## src/rtl/qenc_pkg.sv

```systemverilog
package qenc_pkg;
   typedef logic [1:0] ab_t;

   localparam int STAT_W   = 24;
   localparam int FLAG_N   = 9;
   localparam int HALL_N   = 3;
   localparam int B_ERR    = 8;
   localparam int B_EQ     = 9;
   localparam int B_GATED  = 10;
   localparam int B_ANY    = 11;

   // next phase pair in the counting-up direction
   function automatic ab_t ab_fwd(input ab_t s);
      case (s)
         2'b00:   ab_fwd = 2'b10;
         2'b10:   ab_fwd = 2'b11;
         2'b11:   ab_fwd = 2'b01;
         default: ab_fwd = 2'b00;
      endcase
   endfunction
endpackage

```

## src/rtl/qenc_decode.sv

```systemverilog
module qenc_decode
   import qenc_pkg::*;
(
   input  logic clk,
   input  logic rst_n,
   input  logic samp_en,
   input  ab_t  ab_now,
   output logic step_up,
   output logic step_dn,
   output logic bad_step,
   output ab_t  ab_last
);
   always_ff @(posedge clk) begin
      if (!rst_n)       ab_last <= 2'b00;
      else if (samp_en) ab_last <= ab_now;
   end

   always_comb begin
      step_up  = samp_en && (ab_now == ab_fwd(ab_last));
      step_dn  = samp_en && (ab_last == ab_fwd(ab_now));
      bad_step = samp_en && ((ab_now ^ ab_last) == 2'b11);
   end
endmodule

```

## src/rtl/qenc_interval.sv

```systemverilog
module qenc_interval #(
   parameter int TW       = 8,
   parameter bit SATURATE = 1'b1
) (
   input  logic          clk,
   input  logic          rst_n,
   input  logic          samp_en,
   input  logic          edge_seen,
   output logic [TW-1:0] interval
);
   localparam logic [TW-1:0] T_TOP = '1;
   localparam logic [TW-1:0] T_ONE = TW'(1);

   logic [TW-1:0] run_cnt;
   logic [TW-1:0] run_inc;

   generate
      if (SATURATE) begin : g_sat
         assign run_inc = (run_cnt == T_TOP) ? T_TOP : run_cnt + T_ONE;
      end else begin : g_wrap
         assign run_inc = run_cnt + T_ONE;
      end
   endgenerate

   always_ff @(posedge clk) begin
      if (!rst_n) begin
         run_cnt  <= '0;
         interval <= '0;
      end else if (samp_en) begin
         if (edge_seen) begin
            interval <= run_inc;
            run_cnt  <= '0;
         end else begin
            run_cnt  <= run_inc;
         end
      end
   end
endmodule

```

## src/rtl/qenc_capture.sv

```systemverilog
module qenc_capture
   import qenc_pkg::*;
#(
   parameter int PW = 16
) (
   input  logic              clk,
   input  logic              rst_n,
   input  logic              samp_en,
   input  logic              idx_now,
   input  logic              home_now,
   input  ab_t               ab_now,
   input  logic [PW-1:0]     pos_now,
   input  logic [HALL_N-1:0] hall_now,
   input  logic              rd_clr,
   output logic [PW-1:0]     cap_pos,
   output logic [HALL_N-1:0] hall_cap,
   output logic              flag_any,
   output logic              flag_gated,
   output logic              cap_evt
);
   logic idx_last, home_last;
   logic idx_hit, home_hit;

   always_ff @(posedge clk) begin
      if (!rst_n) begin
         idx_last  <= 1'b0;
         home_last <= 1'b0;
      end else if (samp_en) begin
         idx_last  <= idx_now;
         home_last <= home_now;
      end
   end

   always_comb begin
      idx_hit  = samp_en && idx_now && !idx_last && (ab_now == 2'b00);
      home_hit = samp_en && home_now && !home_last;
      cap_evt  = idx_hit || home_hit;
   end

   always_ff @(posedge clk) begin
      if (!rst_n) begin
         cap_pos    <= '0;
         hall_cap   <= '0;
         flag_any   <= 1'b0;
         flag_gated <= 1'b0;
      end else if (cap_evt) begin
         cap_pos  <= pos_now;
         hall_cap <= hall_now;
         flag_any <= 1'b1;
         if (idx_hit) flag_gated <= 1'b1;
      end else if (rd_clr) begin
         flag_any   <= 1'b0;
         flag_gated <= 1'b0;
      end
   end
endmodule

```

## src/rtl/qenc_channel.sv

```systemverilog
module qenc_channel
   import qenc_pkg::*;
#(
   parameter int PW       = 16,
   parameter int TW       = 8,
   parameter bit SATURATE = 1'b1
) (
   input  logic              clk,
   input  logic              rst_n,
   input  logic              samp_en,
   input  logic              cnt_reset,
   input  logic              enc_a,
   input  logic              enc_b,
   input  logic              enc_idx,
   input  logic [8:0]        flag_in,
   input  logic              rd_cap,
   input  logic [PW-1:0]     cmp_val,
   output logic [PW-1:0]     pos_cnt,
   output logic [PW-1:0]     cap_pos,
   output logic [TW-1:0]     interval,
   output logic              cmp_eq,
   output logic [23:0]       status
);
   localparam logic [PW-1:0] P_ONE = PW'(1);

   generate
      if (PW < 2) begin : g_bad_pw
         $error("qenc_channel: PW must be at least 2");
      end
      if (TW < 2) begin : g_bad_tw
         $error("qenc_channel: TW must be at least 2");
      end
   endgenerate

   ab_t ab_now, ab_last;
   logic step_up, step_dn, bad_step, edge_seen;
   logic enc_err, flag_any, flag_gated, cap_evt;
   logic [HALL_N-1:0] hall_cap, hall_now;

   assign ab_now   = {enc_a, enc_b};
   assign hall_now = {flag_in[7], flag_in[6], flag_in[5]};

   qenc_decode u_dec (
      .clk(clk), .rst_n(rst_n), .samp_en(samp_en), .ab_now(ab_now),
      .step_up(step_up), .step_dn(step_dn), .bad_step(bad_step), .ab_last(ab_last)
   );

   always_ff @(posedge clk) begin
      if (!rst_n || cnt_reset) begin
         pos_cnt <= '0;
         enc_err <= 1'b0;
      end else begin
         if (step_up)      pos_cnt <= pos_cnt + P_ONE;
         else if (step_dn) pos_cnt <= pos_cnt - P_ONE;
         if (bad_step)     enc_err <= 1'b1;
      end
   end

   assign edge_seen = (step_up || step_dn) && !cnt_reset;

   qenc_interval #(.TW(TW), .SATURATE(SATURATE)) u_ivl (
      .clk(clk), .rst_n(rst_n), .samp_en(samp_en), .edge_seen(edge_seen),
      .interval(interval)
   );

   qenc_capture #(.PW(PW)) u_cap (
      .clk(clk), .rst_n(rst_n), .samp_en(samp_en), .idx_now(enc_idx),
      .home_now(flag_in[1]), .ab_now(ab_now), .pos_now(pos_cnt),
      .hall_now(hall_now), .rd_clr(rd_cap), .cap_pos(cap_pos),
      .hall_cap(hall_cap), .flag_any(flag_any), .flag_gated(flag_gated),
      .cap_evt(cap_evt)
   );

   assign cmp_eq = (pos_cnt == cmp_val);

   assign status = {flag_in, enc_idx, enc_b, enc_a, flag_any, flag_gated,
                    cmp_eq, enc_err, 5'b00000, hall_cap};
endmodule

```

## config.mk

```make
export PLATFORM = sky130hd
export DESIGN_NAME = qenc_channel
export DESIGN_NICKNAME = d
export VERILOG_FILES = /design/src/rtl/qenc_pkg.sv /design/src/rtl/qenc_decode.sv /design/src/rtl/qenc_interval.sv /design/src/rtl/qenc_capture.sv /design/src/rtl/qenc_channel.sv
export SDC_FILE = /design/constraint.sdc
export NUM_CORES = 1
export LEC_CHECK = 0
export BUFFER_PORTS_ARGS = -buffer_cell sky130_fd_sc_hd__buf_2
export CORE_MARGIN = 2
export CORE_UTILIZATION = 55
export CTS_CLUSTER_DIAMETER = 100
export DETAILED_ROUTE_END_ITERATION = 12
export MAX_ROUTING_LAYER = met4
export PLACE_DENSITY_LB_ADDON = 0.1
export SYNTH_ARGS = -nofsm -noshare
export SYNTH_HDL_FRONTEND = slang
export SYNTH_HIERARCHICAL = 1
export SYNTH_SLANG_ARGS = --single-unit
```

## constraint.sdc

```tcl
create_clock -name clk -period 5.15 [get_ports clk]
set_input_delay 1.03 -clock clk [delete_from_list [all_inputs] [get_ports clk]]
set_output_delay 1.03 -clock clk [all_outputs]
set_load 0.02 [all_outputs]
```

After elaboration in Yosys (flattened, before gate mapping). Index checks and enable logic that the tools add are counted.

Input bits: 33. Register bits: 58.

Reductions and logical operators: 22. Add/sub/neg operators: 3. Bitwise operators: 1. Muxes and demuxes: 10. Equality and inequality tests: 10.

Operators by type and width (number): $mux 16 (2); $add 16x1->16 const B (1); $eq 16x16->1 (1); $mux 8 (2); $sub 16x1->16 const B (1); $pmux 2 s3 (2); $eq 2x2->1 const B (5); $logic_and 1x1->1 (9); $add 8x1->8 const B (1); $eq 8x8->1 const B (1); $eq 2x2->1 (2); $logic_not 1->1 (4); $logic_not 2->1 (2); $mux 1 (4); $reduce_and 2->1 (2); $reduce_bool 2->1 (2); $logic_or 1x1->1 (3); $ne 2x1->1 const B (1); $xor 2x2->2 (1).

Longest topological paths before layout.
Word-level depth: 7. Mapped depth: 11.

Cells and area by module. The synthesis kept the hierarchy.

Modules (own cells, without submodules): qenc_channel (area each 1644.1 um^2, instances 1, sequential area each 340.3 um^2, cells each 214); qenc_capture (area each 940.9 um^2, instances 1, sequential area each 460.4 um^2, cells each 102); qenc_interval (area each 837.1 um^2, instances 1, sequential area each 320.3 um^2, cells each 93); qenc_decode (area each 128.9 um^2, instances 1, sequential area each 40.0 um^2, cells each 13).

Least setup slack after synthesis. OpenSTA, ideal clock, no wires.

Kind: input-to-reg. From: input port enc_b. To: register pos_cnt[13]. Path slack: 1.661 ns. Stages: 11. Path buffers: 1. Required time: 5.028 ns. Arrival: 3.367 ns. Cells stage by stage: xor2_1 -> nor3b_1 -> inv_1 -> ha_1 -> buf_4 -> nand4_1 -> a21oi_2 -> o211ai_1 -> nor2b_1 -> o2111a_1 -> a221o_1.

Elaborated cells on any way between the ends: 10. Classes of those cells: 4 x eq/ne; 2 x mux; 4 x reduce/logical.

RTL lines: from (decl) (line qenc_channel.sv:13) `input logic enc_b,`; $eq 2x2->1 * (line qenc_decode.sv:19) `step_up = samp_en && (ab_now == ab_fwd(ab_last));`; $logic_and 1x1->1 * (line qenc_decode.sv:19); named net step_up (line qenc_channel.sv:36) `logic step_up, step_dn, bad_step, edge_seen;`; $mux 16 or $reduce_bool 2->1 (tied branches); to (signal assigned) (line qenc_channel.sv:53) `if (step_up) pos_cnt <= pos_cnt + P_ONE;`; to (signal assigned) (line qenc_channel.sv:54) `else if (step_dn) pos_cnt <= pos_cnt - P_ONE;`; to (decl) (line qenc_channel.sv:18) `output logic [PW-1:0] pos_cnt,`.

The timed path passes the listed nets; every way through them passes the cells marked *. A chain may end at the register's enable or synchronous reset.

Worst setup path in the final report.
From: input port samp_en. To: register pos_cnt[12].

Longest elaborated chain between the ends: 2. Elaborated cells on any way between the ends: 4. Classes of those cells: 1 x mux; 3 x reduce/logical.

RTL lines: from (decl) (line qenc_channel.sv:10) `input logic samp_en,`; $logic_and 1x1->1 * (line qenc_decode.sv:19); named net step_up (line qenc_channel.sv:36); $mux 16 or $reduce_bool 2->1 (tied branches).

Marked as above.

==> summary.md <==
| Metric | Value |
|---|---|
| Status | complete, no violations |
| R2R cell count | 10 |
| I/O pin cnt | 98 |
| FMAX | 258 MHz |
| Clock root cell | clkbuf_8 |
| Via count | 3228 |
| Fin. max-slew vios | 0 |
| Grt ovf | 0 |
| CP Max Fanout | 21 |
| Commonest non-fill, non-tap cell in the layout | buf_2 |
| Hold Vio Cnt, Final | 0 |
| Final nets | 529 |
| Post-route minimum period | 3880 ps |
| Type of origin of the critical path | input pin |
| Core area | 6280 µm² |
| Clk sinks | 58 |
| Reg2reg setup slack | 1810 ps |
| Net Sw Frac | 33.0% |
| Comb power frac | 24.1% |
| PortBufs | 82 |
| CP endpoint | pos_cnt[12]$_SDFFE_PP0N_ |
| Internal power | 0.810 mW |
| Clock Power Share | 35.4% |
| WP data required | 5400 ps |
| DPL Wire Length | 6060 µm |
| Critical path cell sequence | buf_2 > nor3b_1 > inv_1 > ha_1 > and3_1 > o2111ai_1 > a311oi_1 > o22ai_1 > xor2_1 > a211oi_2 |
| DRC Markers | 0 |
| DRT Pass-1 Iters | 4 |
| Slowest-stage cell, CP | ha_1 |
| Placer Congestion | 0.904 |
| Antenna-violating nets left | 0 |
| # Max-Cap Violations | 0 |
| Die Wd | 84.3 µm |
| Power share of the sequential group | 40.5% |
| Hold Buf Count CTS | 0 |
| Vias in the first global route | 2910 |
| Clock Path Buffers | 2 |
| Rows | 29 |
| Share of cells above drive strength 1 | 24.1% |
| Post-CTS Setup Repair Bufs | 0 |
| Worst Max-Slew Pin Slew | 815 ps |
| FF-to-FF Start | u_dec/ab_last[1]$_SDFFE_PN0P_ |
| Reported net switching power | 0.399 mW |
| Crit. End Element | flop |
| Synth warnings | 6 |
| Delay-heaviest family, CP | compound AO/OA/AOI/OAI gates |
| # setup viols final | 0 |
| Pwr per Cell Area | 300 nW/µm² |
| Drt total wl | 8370 µm |
| Number of cells on the critical path | 10 |
| Crit path largest cell delay | 540 ps |
| Buf+Inv Stages, Crit Path | 2 |
| Total track usage | 24.2% |
| RSZ-0062 raised after global routing | false |
| Reg-to-Reg End | pos_cnt[12]$_SDFFE_PP0N_ |
| Post-Syn Instances | 421 |
| Mapped Area | 3550 µm² |
| Worst hold path type | flop to flop |
| Die H | 84.3 µm |
| Worst VDD drop | 0.182 mV |
| Initial Util | 56.5% |
| First-pass GRT wire length | 13600 µm |
| Inserted Clock Buffers | 9 |
| Diode count | 0 |
| Starting DRT DRC Count | 161 |
| Crit path kind | input pin to flop |
| Min Hold Slack | 454 ps |
| Worst-skew pair later-pin latency | 340 ps |
| H-tree depth | 3 |
| TritonCTS clock tree | yes |
| Post-CTS resize count | 0 |
| Largest net degree at the start of global routing | 62 |
| Syn_area_per_cell | 8.43 µm² |
| Initial antenna violation count | 0 |
| Critical Path AT | 4130 ps |
| DR WL/cell | 14.9 µm |
| Period utilisation layout | 75.4% |
| Relative slew slack | 45.6% |
| Vias per std cell | 5.74 |
| Commonest cells after routing, fill and taps aside | buf_2, nand2_1, dfxtp_1 |
| Crit path from | samp_en |
| Clk pin slew, worst setup/hold paths | 80 ps |
| TNS Setup | 0 ps |
| Clock Skew | 12.3 ps |
| Die area | 7110 µm² |
| Static Leak | 1.84 nW |
| Synth-to-layout area growth | 13.5% |
## final cells by class
class / instances / area (µm²)
Tap cell: 77 / 96.3
Sequential cell: 58 / 1160
Clock inverter: 7 / 77.6
Timing Repair Buffer: 85 / 433
Inverter: 8 / 30.0
Clock buffer: 9 / 124
Fill cell: 576 / 2250
Multi-Input combinational cell: 318 / 2100
## power groups by stage
stage,logic [mW],clock network (mW),registers (mW)
CTS,0.289,0.436,0.489
global route,0.321,0.457,0.492
global placement,0.281,0,0.499
detailed placement,0.287,0,0.500
floorplan,0.215,0,0.511
finish,0.291,0.428,0.490
## worst min-delay path by stage
stage / slack (ps) / start / to / depth (start not counted)
2_1_floorplan: 440 / u_cap/flag_any$_SDFFE_PN0P_ / u_cap/flag_any$_SDFFE_PN0P_ / 2
3_3_place_gp: 440 / u_cap/flag_any$_SDFFE_PN0P_ / u_cap/flag_any$_SDFFE_PN0P_ / 2
3_5_place_dp: 450 / u_cap/cap_pos[7]$_SDFFE_PN0P_ / u_cap/cap_pos[7]$_SDFFE_PN0P_ / 2
4_1_cts: 460 / u_cap/cap_pos[7]$_SDFFE_PN0P_ / u_cap/cap_pos[7]$_SDFFE_PN0P_ / 2
5_1_grt: 480 / u_cap/cap_pos[0]$_SDFFE_PN0P_ / u_cap/cap_pos[0]$_SDFFE_PN0P_ / 2
6_report: 450 / u_cap/flag_any$_SDFFE_PN0P_ / u_cap/flag_any$_SDFFE_PN0P_ / 2
## through the flow
step / setup WS (ps) / area [µm²] / util, % / power (mW) / instances
after global routing: 1050 / 4030 / 64.1 / 1.27 / 562
after floorplan: 1660 / 3560 / - / 0.726 / 425
final: 1270 / 4030 / 64.1 / 1.21 / 562
after detailed placement: 1020 / 3820 / 60.9 / 0.787 / 546
after CTS: 1370 / 4030 / 64.1 / 1.21 / 562
after global placement: 1140 / 3820 / 60.9 / 0.781 / 546
## sequential cells by signal, indices dropped and copies added, names as in the netlist
name / cells
enc_err: 1
pos_cnt: 16
u_cap/cap_pos: 16
u_cap/flag_any: 1
u_cap/flag_gated: 1
u_cap/hall_cap: 3
u_cap/home_last: 1
u_cap/idx_last: 1
u_dec/ab_last: 2
u_ivl/interval: 8
u_ivl/run_cnt: 8
## routing by layer
metal	track usage, %	vias up	share of wire (%)
li1	-	1599	-
met1	33.1	1474	47
met2	34.6	132	42
met3	4.92	23	8.2
met4	10.6	0	2.2
met5	-	-	0
## tightest hold or removal path, cell delays in order, from the launching register on
cell and delay [ps]:
dfxtp_1 310, nand2_1 50, a21boi_1 50
(Power assumes the default switching activity.)
